$ cat src/rtl/pot_bank_pkg.sv
package pot_bank_pkg;

  localparam int OP_W = 3;

  typedef enum logic [OP_W-1:0] {
    OP_READ      = 3'd0,
    OP_WRITE     = 3'd1,
    OP_FETCH     = 3'd2,
    OP_SAVE      = 3'd3,
    OP_FETCH_ALL = 3'd4,
    OP_SAVE_ALL  = 3'd5
  } pot_op_e;

endpackage

$ cat src/rtl/pot_reg_store.sv
// Register storage for one pot: one write port, one registered read port.
// No reset on the array so it survives rst and maps onto block RAM.
module pot_reg_store #(
  parameter int WIDTH     = 6,
  parameter int DEPTH     = 4,
  parameter int INIT_BASE = 0,
  localparam int ADDR_W   = (DEPTH > 1) ? $clog2(DEPTH) : 1
) (
  input  logic              clk,
  input  logic              we_i,
  input  logic [ADDR_W-1:0] waddr_i,
  input  logic [WIDTH-1:0]  wdata_i,
  input  logic              re_i,
  input  logic [ADDR_W-1:0] raddr_i,
  output logic [WIDTH-1:0]  rdata_o
);

  logic [WIDTH-1:0] mem [DEPTH];

  initial begin
    for (int i = 0; i < DEPTH; i++) mem[i] = WIDTH'(INIT_BASE + i);
  end

  always_ff @(posedge clk) begin
    if (we_i) mem[waddr_i] <= wdata_i;
  end

  always_ff @(posedge clk) begin
    if (re_i) rdata_o <= mem[raddr_i];
  end

endmodule

$ cat src/rtl/pot_busy_timer.sv
// Nonvolatile write window: busy for exactly CYCLES cycles after start.
module pot_busy_timer #(
  parameter int CYCLES = 40,
  localparam int CNT_W = $clog2(CYCLES + 1)
) (
  input  logic clk,
  input  logic rst,
  input  logic start_i,
  output logic busy_o
);

  logic [CNT_W-1:0] cnt_q;
  logic             busy_q;

  always_ff @(posedge clk) begin
    if (rst) begin
      cnt_q  <= '0;
      busy_q <= 1'b0;
    end else if (start_i) begin
      cnt_q  <= CNT_W'(CYCLES);
      busy_q <= 1'b1;
    end else if (busy_q) begin
      cnt_q  <= cnt_q - 1'b1;
      busy_q <= (cnt_q != CNT_W'(1));
    end
  end

  assign busy_o = busy_q;


  start_when_idle_chk: assert property (@(posedge clk) disable iff (rst)
    start_i |-> !busy_q);


  busy_range_chk: assert property (@(posedge clk) disable iff (rst)
    busy_q |-> (cnt_q != '0) && (cnt_q <= CNT_W'(CYCLES)));

endmodule

$ cat src/rtl/pot_cmd_decode.sv
// Turns an accepted command (or the post-reset recall) into per-pot
// storage strobes, load requests and a busy start.
module pot_cmd_decode
  import pot_bank_pkg::*;
#(
  parameter int POTS      = 2,
  parameter int POT_SEL_W = 1
) (
  input  logic                 recall_i,
  input  logic                 accept_i,
  input  logic [OP_W-1:0]      op_i,
  input  logic [POT_SEL_W-1:0] pot_i,
  output logic [POTS-1:0]      we_o,
  output logic [POTS-1:0]      re_o,
  output logic [POTS-1:0]      ld_req_o,
  output logic                 wsrc_wiper_o,
  output logic                 rd_req_o,
  output logic                 start_o
);

  logic [POTS-1:0] sel;

  always_comb begin
    for (int p = 0; p < POTS; p++) sel[p] = (pot_i == POT_SEL_W'(p));
  end

  always_comb begin
    we_o         = '0;
    re_o         = '0;
    ld_req_o     = '0;
    wsrc_wiper_o = 1'b0;
    rd_req_o     = 1'b0;
    start_o      = 1'b0;
    if (recall_i) begin
      re_o     = '1;
      ld_req_o = '1;
    end else if (accept_i) begin
      case (op_i)
        OP_READ: begin
          re_o     = sel;
          rd_req_o = 1'b1;
        end
        OP_WRITE: begin
          we_o    = sel;
          start_o = 1'b1;
        end
        OP_FETCH: begin
          re_o     = sel;
          ld_req_o = sel;
        end
        OP_SAVE: begin
          we_o         = sel;
          wsrc_wiper_o = 1'b1;
          start_o      = 1'b1;
        end
        OP_FETCH_ALL: begin
          re_o     = '1;
          ld_req_o = '1;
        end
        OP_SAVE_ALL: begin
          we_o         = '1;
          wsrc_wiper_o = 1'b1;
          start_o      = 1'b1;
        end
        default: ;
      endcase
    end
  end

endmodule

$ cat src/rtl/pot_bank_ctrl.sv
module pot_bank_ctrl
  import pot_bank_pkg::*;
#(
  parameter int POTS         = 2,
  parameter int REGS         = 4,
  parameter int WIPER_W      = 6,
  parameter int DATA_W       = 8,
  parameter int WRITE_CYCLES = 40,
  parameter int INIT_SEED    = 5,
  localparam int POT_SEL_W   = (POTS > 1) ? $clog2(POTS) : 1,
  localparam int PTR_W       = (REGS > 1) ? $clog2(REGS) : 1
) (
  input  logic                      clk,
  input  logic                      rst,
  input  logic                      cmd_valid_i,
  input  logic [OP_W-1:0]           cmd_op_i,
  input  logic [POT_SEL_W-1:0]      cmd_pot_i,
  input  logic [PTR_W-1:0]          cmd_ptr_i,
  input  logic [DATA_W-1:0]         cmd_wdata_i,
  output logic                      cmd_ready_o,
  output logic                      rd_valid_o,
  output logic [DATA_W-1:0]         rd_data_o,
  input  logic [POTS*WIPER_W-1:0]   wcr_cur_i,
  output logic [POTS-1:0]           wcr_ld_o,
  output logic [POTS*WIPER_W-1:0]   wcr_ld_val_o,
  output logic                      busy_o
);

  logic                 recall_q;
  logic                 accept;
  logic [POTS-1:0]      store_we;
  logic [POTS-1:0]      store_re;
  logic [POTS-1:0]      ld_req;
  logic                 wsrc_wiper;
  logic                 rd_req;
  logic                 busy_start;
  logic [PTR_W-1:0]     addr;
  logic [WIPER_W-1:0]   store_q [POTS];
  logic [POTS-1:0]      ld_pend_q;
  logic [POTS-1:0]      ld_q;
  logic [WIPER_W-1:0]   ld_val_q [POTS];
  logic                 rd_valid_q;
  logic [POT_SEL_W-1:0] rd_pot_q;

  assign cmd_ready_o = !rst && !recall_q && !busy_o;
  assign accept      = cmd_valid_i && cmd_ready_o;
  assign addr        = recall_q ? '0 : cmd_ptr_i;

  // Recall of register 0 is pending from reset until the first free cycle.
  always_ff @(posedge clk) begin
    if (rst) recall_q <= 1'b1;
    else     recall_q <= 1'b0;
  end

  pot_cmd_decode #(
    .POTS      (POTS),
    .POT_SEL_W (POT_SEL_W)
  ) i_decode (
    .recall_i     (recall_q && !rst),
    .accept_i     (accept),
    .op_i         (cmd_op_i),
    .pot_i        (cmd_pot_i),
    .we_o         (store_we),
    .re_o         (store_re),
    .ld_req_o     (ld_req),
    .wsrc_wiper_o (wsrc_wiper),
    .rd_req_o     (rd_req),
    .start_o      (busy_start)
  );

  pot_busy_timer #(
    .CYCLES (WRITE_CYCLES)
  ) i_timer (
    .clk     (clk),
    .rst     (rst),
    .start_i (busy_start),
    .busy_o  (busy_o)
  );

  for (genvar p = 0; p < POTS; p++) begin : g_pot
    logic [WIPER_W-1:0] wdata;
    assign wdata = wsrc_wiper ? wcr_cur_i[p*WIPER_W +: WIPER_W]
                              : cmd_wdata_i[WIPER_W-1:0];

    pot_reg_store #(
      .WIDTH     (WIPER_W),
      .DEPTH     (REGS),
      .INIT_BASE (INIT_SEED + p*REGS)
    ) i_store (
      .clk     (clk),
      .we_i    (store_we[p]),
      .waddr_i (addr),
      .wdata_i (wdata),
      .re_i    (store_re[p]),
      .raddr_i (addr),
      .rdata_o (store_q[p])
    );

    always_ff @(posedge clk) begin
      if (ld_pend_q[p]) ld_val_q[p] <= store_q[p];
    end

    assign wcr_ld_val_o[p*WIPER_W +: WIPER_W] = ld_val_q[p];
  end

  // Load path: storage read in one cycle, wiper strobe the next.
  always_ff @(posedge clk) begin
    if (rst) begin
      ld_pend_q  <= '0;
      ld_q       <= '0;
      rd_valid_q <= 1'b0;
      rd_pot_q   <= '0;
    end else begin
      ld_pend_q  <= ld_req;
      ld_q       <= ld_pend_q;
      rd_valid_q <= rd_req;
      if (rd_req) rd_pot_q <= cmd_pot_i;
    end
  end

  assign wcr_ld_o   = ld_q;
  assign rd_valid_o = rd_valid_q;
  assign rd_data_o  = {{(DATA_W-WIPER_W){1'b0}}, store_q[rd_pot_q]};


  rd_valid_src_chk: assert property (@(posedge clk) disable iff (rst)
    rd_valid_o |-> $past(cmd_valid_i && cmd_ready_o && (cmd_op_i == OP_READ)));


  no_store_write_while_busy_chk: assert property (@(posedge clk) disable iff (rst)
    busy_o |-> (store_we == '0));


  ld_not_from_busy_chk: assert property (@(posedge clk) disable iff (rst)
    (|wcr_ld_o) |-> !$past(busy_o, 2));


  recall_after_reset_chk: assert property (@(posedge clk) disable iff (rst)
    recall_q |-> ##2 (&wcr_ld_o));

endmodule

$ cat config.mk
export PLATFORM = sky130hd
export DESIGN_NAME = pot_bank_ctrl
export DESIGN_NICKNAME = d
export VERILOG_FILES = /design/src/rtl/pot_bank_pkg.sv /design/src/rtl/pot_reg_store.sv /design/src/rtl/pot_busy_timer.sv /design/src/rtl/pot_cmd_decode.sv /design/src/rtl/pot_bank_ctrl.sv
export SDC_FILE = /design/constraint.sdc
export NUM_CORES = 1
export LEC_CHECK = 0
export ABC_AREA = 1
export BUFFER_PORTS_ARGS = -buffer_cell sky130_fd_sc_hd__clkbuf_2
export CAP_MARGIN = 20
export CORE_MARGIN = 3
export CORE_UTILIZATION = 45
export DETAILED_ROUTE_END_ITERATION = 8
export MAX_ROUTING_LAYER = met4
export PLACE_DENSITY = 0.77
export SLEW_MARGIN = 20
export SYNTH_ARGS = -nofsm -noshare
export SYNTH_HDL_FRONTEND = slang
export SYNTH_SLANG_ARGS = --single-unit
$ cat constraint.sdc
create_clock -name clk -period 4.3 [get_ports clk]
set_input_delay 0.43 -clock clk [delete_from_list [all_inputs] [get_ports clk]]
set_output_delay 0.43 -clock clk [all_outputs]
set_load 0.01 [all_outputs]
## Word level (Yosys, flattened, before mapping)

Memories as Yosys holds them, arrays and structs flattened. A register that Yosys moved wholly into a read port is not among the register bits.
Cells that the tools add are included.

| operators by class | value |
|---|---|
| $add $sub $neg | 1 |
| magnitude comparators | 1 |
| eq/ne operators | 6 |
| multiplexer cells | 37 |
| bitwise operators | 2 |
| reduce and logical (&&, ||, !) cells | 14 |

Operator list:

| cell | number |
|---|---|
| $mux 6 | 7 |
| $mux 1 | 20 |
| $mux 2 | 7 |
| $pmux 2 s2 | 3 |
| $reduce_or 2->1 | 4 |
| $eq 3x2->1 const B | 2 |
| $eq 3x3->1 const B | 2 |
| $ne 6x1->1 const B | 1 |
| $sub 6x1->6 const B | 1 |
| $logic_and 1x1->1 | 4 |
| $eq 3x1->1 const B | 1 |
| $logic_not 1->1 | 3 |
| $logic_not 3->1 | 1 |
| $reduce_or 3->1 | 1 |
| $ge 2x2->1 const B | 1 |
| $not 1->2 | 1 |
| $reduce_bool 2->1 | 1 |
| $not 1->1 | 1 |

| storage, ports and cells | value |
|---|---|
| register bits after elaboration | 14 |
| bits in writable memories | 60 |
| input port bits | 29 |
| logic and storage cells | 72 |
| memories kept | 3 |

Memory list:

| name | words | width | rd ports | clocked after Yosys merged registers in | write ports | line | RTL |
|---|---|---|---|---|---|---|---|
| g_pot[0].i_store.mem | 4 | 6 | 1 | 1 | 1 | pot_reg_store.sv:18 | `logic [WIDTH-1:0] mem [DEPTH];` |
| g_pot[1].i_store.mem | 4 | 6 | 1 | 1 | 1 | pot_reg_store.sv:18 |  |
| ld_val_q | 2 | 6 | 2 | 0 | 2 | pot_bank_ctrl.sv:41 | `logic [WIPER_W-1:0] ld_val_q [POTS];` |

## Logic depth before layout (Yosys ltp)

Gate-level depths: netlist (run 1).

| depth | value |
|---|---|
| depth in word-level cells | 8 |
| depth in mapped cells | 7 |
| mapped depth without buffers | 7 |

## Hierarchy

From an unflattened synthesis (run 1), not the netlist that was laid out.

| second synthesis, totals | value |
|---|---|
| cell total of the unflattened synthesis | 394 |
| area, all modules | 3766.1 um2 |

By module, submodules not included:

| module | instances | cells each | area an instance (um2) | seq. area each (um2) |
|---|---|---|---|---|
| pot_reg_store | 2 | 107 | 1221.2 | 900.9 |
| pot_bank_ctrl | 1 | 100 | 830.8 | 500.5 |
| pot_busy_timer | 1 | 49 | 349.1 | 140.1 |
| pot_cmd_decode | 1 | 31 | 143.9 | 0.0 |

## Least setup slack after synthesis (run 1)

Ideal clock, no wire load.

| timing | value |
|---|---|
| kind | in2reg |
| from | in cmd_op_i[1] |
| to | mem g_pot[0].i_store.mem[0][0], enable pin |
| setup time | 0.350 ns |
| data arrival time | 1.223 ns |
| setup slack | 2.727 ns |
| cell stages on the path | 4 |
| path buffers | 0 |
| cells stage by stage | nand3b_1 > a21oi_2 > o21ai_1 > nor2_1 |

| between the ends | value |
|---|---|
| cells in the longest elaborated chain, start to end | 7 |

Ends and longest elaborated chain:

| what | line | RTL |
|---|---|---|
| start, declared | pot_bank_ctrl.sv:16 | `input logic [OP_W-1:0] cmd_op_i,` |
| $eq 3x1->1 or $eq 3x2->1 (tied branches) | pot_cmd_decode.sv:38 | `case (op_i)` |
| $reduce_or 2->1 (no source line) | - |  |
| $pmux 2 s2 * | pot_cmd_decode.sv:38 |  |
| $mux 2 * | pot_cmd_decode.sv:37 | `end else if (accept_i) begin` |
| $mux 2 * | pot_cmd_decode.sv:34 | `if (recall_i) begin` |
| $mux 1 * | pot_reg_store.sv:25 | `if (we_i) mem[waddr_i] <= wdata_i;` |
| $mux 1 (implied by the code) * | pot_reg_store.sv:25 |  |
| end, declared | pot_reg_store.sv:18 |  |

Every way passes the cells marked *; elsewhere a longest branch is shown, timed or not.

## Final worst setup path (run 1)

| timing | value |
|---|---|
| from | reg recall_q |
| to | mem g_pot[0].i_store.mem[2][0], enable pin |

| between the ends | value |
|---|---|
| cells in the longest elaborated chain, start to end | 8 |

Ends and longest elaborated chain:

| what | line | RTL |
|---|---|---|
| start, declared | pot_bank_ctrl.sv:29 | `logic recall_q;` |
| start signal, assigned | pot_bank_ctrl.sv:51 | `if (rst) recall_q <= 1'b1;` |
| start signal, assigned | pot_bank_ctrl.sv:52 | `else recall_q <= 1'b0;` |
| $logic_not 1->1 | pot_bank_ctrl.sv:45 | `assign cmd_ready_o = !rst && !recall_q && !busy_o;` |
| $logic_and 1x1->1 (2 in series) | pot_bank_ctrl.sv:45 |  |
| $logic_and 1x1->1 | pot_bank_ctrl.sv:46 | `assign accept = cmd_valid_i && cmd_ready_o;` |
| $mux 2 | pot_cmd_decode.sv:37 |  |
| $mux 2 | pot_cmd_decode.sv:34 |  |
| $mux 1 | pot_reg_store.sv:25 |  |
| $mux 1 (implied by the code) | pot_reg_store.sv:25 |  |

Several ways; a longest one is shown, not always the timed one.

==> flow_summary.ini, run 1 <==
[status]
status = finished clean

[timing]
fin_crit_sh_pct = 49.25
worst_pin_slew_ns = 0.9039
period_needed_ns = 2.118
fin_ws_ns = 2.182
drv_slew = 0
setup_viol = 0
relSlewSlack_pct = 39.41
hold_viol = 0
whs_ns = 0.3033
fin_worst_skew_ns = 0.004427
setup_tns_ns = 0
fmax_mhz = 472.2
rsz0062_at_grt = false

[cts]
cts_resized = 0
cts_buffers = 9
clkTransAtPathRegs_ns = 0.08
ctsHoldBuffers = 0
cts_root_buffer = clkbuf_8
clkLatencyLatePin_ns = 0.34
cts.path.max_buffers = 2
cts_tree = built
postCtsSetupBuffers = 0
htreeDepth = 3
cts_num_sinks = 86

[placement]
place_congestion = 0.8517
dp_slack_ns = 2.005
dp_hpwl_mm = 4.573
port_buffers = 49

[floorplanning]
fp-row-count = 31
core_sq_um = 7331
dieWidth_um = 93.46
dieArea_sq_um = 8735
ios = 54
initial_core_util_pct = 46.95
die_h_um = 93.46

[critical_path]
crit_fanout = 13
critical_path_class = reg -> reg
startpoint_type = register
arrival_ns = 2.10
cp.required_ns = 4.29
worstSetupEndpointType = register

[power]
power.density_nw_per_um2 = 423.9
leakage_uw = 0.001555
ir_worst_vdd_mv = 0.1871

[route]
first_iter_violations = 70
drt_pass1_iterations = 4
num_vias = 2176
antenna_left = 0
wl_per_cell_um = 14.27
remaining_drc_errors = 0
wl_mm = 6.348
avgViaCountPerCell = 4.890

[yosys]
synth.yosys.seq_area_share_pct = 70.96
netlist_area_sq_um = 3442
synth_cells = 289
synth_top_cell_area_share_pct = 62.81
async_reset_ff_share_pct = 0
yosysWarnings = 0
synth_common_cells = nand2_1, edfxtp_1, nor2_1
synthTopCellsByArea = edfxtp_1, nand2_1, dfxtp_1
ys_seq_elements = 86
yosys.area.top_type = edfxtp_1
ys_types = 28
synth_ff_type = edfxtp_1
synth_area_per_cell_sq_um = 11.91
synth_most_common_cell = nand2_1
synth_edf_count = 72

[global_route]
grt_pass1_vias = 2008
gr-total-overflow = 0
grt_pass1_wl_mm = 9.798
grt_usage_pct = 15.42
antenna_found_initial = 0
grt_max_degree = 19

[cells_and_area]
n_antenna_cell = 0
syn_to_final_growth_pct = 15.96
nNetsFinal = 372
final_util_pct = 54.45
drive_gt1_share_pct = 23.99
nFillCells = 626

[flow_run]
maxCapViolCount = 0

[worst_hold_path]
hp-class = in -> reg
-- cells by family after synthesis --
family | count (synthesis) | synth area share [%]
muxes | 6 | 1.963
and+or+nand+nor | 141 | 17.70
AOI/OAI and AO/OA | 21 | 4.144
buffers and inverters | 31 | 4.144
other | 1 | 0.1089
DFF | 86 | 70.96
adders and majority gates | 2 | 0.7269
xor gates and xnor gates | 1 | 0.2545
-- final cells by class --
type | instances | area (sq um) | share of cell area [%]
repair buffers | 49 | 245.2 | 6.144
clock buffers | 9 | 123.9 | 3.103
flip-flops and latches | 86 | 2442 | 61.19
multi-input cells | 173 | 860.8 | 21.57
well taps | 99 | 123.9 | 3.103
inverters | 22 | 82.58 | 2.069
clock inverters | 7 | 112.6 | 2.821
-- worst paths after layout --
| path | cells past startpoint | slack, ns | to | startpoint |
|---|---|---|---|---|
| setup / recovery | 3 | 2.18 | g_pot[0].i_store.mem[2][0] | recall_q |
| hold / removal | 1 | 0.30 | recall_q | rst |
| setup reg to reg | 3 | 2.18 | g_pot[0].i_store.mem[2][0] | recall_q |
| hold reg to reg | 0 | 0.45 | ld_val_q[0][11] | g_pot[1].i_store.rdata_o[5] |
-- through the flow --
stage | power [uW] | std cells | instance area (sq um)
2_1_floorplan | 1015 | 290 | 3446
3_3_place_gp | 1052 | 429 | 3755
3_5_place_dp | 1056 | 429 | 3755
4_1_cts | 1702 | 445 | 3991
5_1_grt | 1744 | 445 | 3991
6_report | 1692 | 445 | 3991
-- critical path, cell delays in order (launching register included) --
cell and delay [ns]:
dfxtp_1 0.37, nor3_2 0.77, inv_1 0.14, nor2_1 0.47
-- state kept, by name, indices dropped and copies added, names as in the netlist --
| signal | flops |
|---|---|
| g_pot.i_store.mem | 48 |
| g_pot.i_store.rdata_o | 12 |
| ld_val_q | 12 |
| i_timer.cnt_q | 6 |
| ld_pend_q | 2 |
| wcr_ld_o | 2 |
| i_timer.busy_o | 1 |
| rd_pot_q | 1 |
| rd_valid_o | 1 |
| recall_q | 1 |
-- layout by cell type (no fill, tap or decap), types with 8 or more instances in the layout --
master    instances
nor2_1           23
inv_1            20
nand2_1          80
clkbuf_2         49
edfxtp_1         72
a22oi_1          12
nand4_1           8
dfxtp_1          14
clkbuf_8          9
nand3_1          19
-- report_power, final --
part	total [uW]	internal, uW	switching (uW)
registers	934	924	10.4
clock network	655	382	273
logic	102	35.1	67.4
total	1690	1340	351
-- per-layer routing --
metal	global-route usage (%)	wire (um)	up-vias
li1	-	-	1093
met1	17.97	2655	1010
met2	26.56	3243	65
met3	3.298	384	8
met4	5.128	64	0
met5	-	0	-
Note: power is estimated with default switching activity, not from simulation.
==> run 2: changes to the inputs <==
Settings changed: ABC_AREA 1 to 0, PLACE_DENSITY 0.77 to 0.79.
Clock period 4.3 ns to 1.8 ns, I/O delays scaled along.
==> run 2 against run 1 <==
Net effect: non-clock buffer count is 18 higher; utilization is 1.5 points higher; cell count is 9.0% lower; via count is 4.1% lower; worst setup slack worse by 2.0 ns; total power is 120% higher; clock power is 95% higher; combinational power grew to 2.7 times the previous value; critical endpoint is now g_pot[0].i_store.mem[2][5]; largest cell class unchanged; highest routed layer unchanged.
==> flow_summary.ini, run 2 <==
[power]
ir_worst_vdd_mv = 0.5606
clkPwrFrac_pct = 33.8
switching_share_pct = 21.78
power.density_nw_per_um2 = 910.5
p_switching_uw = 825.4
comb_power_share_pct = 7.2
p_seq_share_pct = 58.9
intPower_uw = 2965
leakage_uw = 0.001498

[cells_and_area]
largest_reg_flops = 48
reg_top3 = g_pot.i_store.mem x48, g_pot.i_store.rdata_o x12, ld_val_q x12
design_area_sq_um = 4163
nNetsFinal = 332
final_common_cell = edfxtp_1
top_register = g_pot.i_store.mem
final_cell_mix = edfxtp_1, clkbuf_2, mux2_2
drive_gt1_share_pct = 39.54
syn_to_final_growth_pct = 17.69
n_antenna_cell = 0

[yosys]
synth_most_common_cell = edfxtp_1
synthTopCellsByArea = edfxtp_1, mux2_2, dfxtp_1
synth_area_per_cell_sq_um = 14.92
synth_ff_type = edfxtp_1
ys_types = 41
synth.yosys.seq_area_share_pct = 69.05
async_reset_ff_share_pct = 0
ys_seq_elements = 86
synth_cells = 237
yosysWarnings = 0
synth_common_cells = edfxtp_1, mux2_2, o21ai_0
netlist_area_sq_um = 3537
synth_top_cell_area_share_pct = 61.12
synth_edf_count = 72
yosys.area.top_type = edfxtp_1

[timing]
setup_tns_ns = 0
setup_viol = 0
fin_crit_sh_pct = 88.81
hold_viol = 0
period_needed_ns = 1.598
fmax_mhz = 625.6
drv_slew = 0
rsz0062_at_grt = false
fin_worst_skew_ns = 0.005603

[route]
wl_per_cell_um = 15.58
drt_pass1_iterations = 4
first_iter_violations = 166
antenna_left = 0
remaining_drc_errors = 0
wl_mm = 6.310
avgViaCountPerCell = 5.151
num_vias = 2086

[critical_path]
critical_path_class = reg -> reg
worstSetupEndpointType = register
startpoint_type = register
crit_fanout = 18
cp.required_ns = 1.86
arrival_ns = 1.66

[flow_run]
maxCapViolCount = 0

[floorplanning]
initial_core_util_pct = 47.50
die_h_um = 94.66
core_sq_um = 7447
dieArea_sq_um = 8961
dieWidth_um = 94.66
fp-row-count = 31
ios = 54

[cts]
clkTransAtPathRegs_ns = 0.08
cts_resized = 0
cts_root_buffer = clkbuf_8
cts_num_sinks = 86
ctsHoldBuffers = 0
postCtsSetupBuffers = 0
cts_buffers = 9
htreeDepth = 3
clkLatencyLatePin_ns = 0.34
cts_tree = built
cts.path.max_buffers = 2

[placement]
dp_hpwl_mm = 4.553
placed_area_sq_um = 3973
port_buffers = 49
place_congestion = 0.7583

[global_route]
grt_pass1_vias = 2064
grt_pass1_wl_mm = 10.25
grt_max_degree = 19
grt_usage_pct = 16.00
antenna_found_initial = 0
gr-total-overflow = 0

[worst_hold_path]
hp-class = in -> reg

[status]
status = finished clean
[run 2: cells by family (layout without fill, tap and decap cells)]
| kind of cell | Yosys count | count (layout) | share of synthesized area [%] |
|---|---|---|---|
| AO/OA/AOI/OAI | 42 | 42 | 7.358 |
| XOR/XNOR | 4 | 4 | 0.9906 |
| adder cells (fa/ha/maj) | 2 | 2 | 0.7074 |
| buffers and inverters | 17 | 85 | 2.759 |
| flip-flops | 86 | 86 | 69.05 |
| multiplexers | 30 | 30 | 9.551 |
| other | 1 | 2 | 0.1060 |
| AND/OR/NAND/NOR | 55 | 55 | 9.480 |
[run 2: routing by layer]
metal | up-vias | share of wire (%) | global-route usage [%] | wire (um)
li1 | 1020 | - | - | -
met2 | 84 | 50 | 24.96 | 3155
met5 | - | 0 | - | 0
met4 | 0 | 0.60 | 5.889 | 38
met1 | 976 | 42 | 19.40 | 2649
met3 | 6 | 7.4 | 5.418 | 466
[run 2: critical path, cell delays in order (launching register included)]
cell and delay [ns]:
dfxtp_1 0.34, buf_4 0.20, or3b_2 0.49, nor2_1 0.11, buf_4 0.17
[run 2: power by group through the flow]
stage	registers [uW]	logic, uW	clock network, uW
after floorplan	2280	165	0
after global placement	2280	267	0
after detailed placement	2280	274	0
after CTS	2230	275	1310
after global routing	2240	304	1400
final	2230	274	1280
[run 2: path summary, 6_finish.rpt]
check	start	to	slack (ns)	cells past startpoint
worst max-delay path	recall_q	g_pot[0].i_store.mem[2][5]	0.20	4
worst min-delay path	cmd_op_i[1]	rd_valid_o	0.11	2
worst max register to register	recall_q	g_pot[0].i_store.mem[2][5]	0.20	4
worst min register to register	g_pot[0].i_store.rdata_o[5]	ld_val_q[0][5]	0.45	0
[run 2: cell type report]
type	instances	area [sq um]
clock buffer	10	127.6
clock inverter	6	62.56
fill	607	3284
inverter	2	7.507
multi-input combinational	135	1018
sequential	86	2442
tap	99	123.9
timing repair buffer	67	380.4
[run 2: per-stage QoR]
step / std cells / setup WS (ns) / utilization (%) / hold WS [ns] / total power (uW)
finish: 405 / 0.2015 / 55.90 / 0.1103 / 3790
global route: 405 / 0.07786 / 55.90 / 0.09711 / 3940
CTS: 405 / 0.1780 / 55.90 / 0.08839 / 3818
detailed placement: 389 / 0.1972 / 53.34 / 0.4334 / 2554
global placement: 389 / 0.2094 / 53.34 / 0.4313 / 2544
floorplan: 238 / 0.01015 / - / 0.2077 / 2445
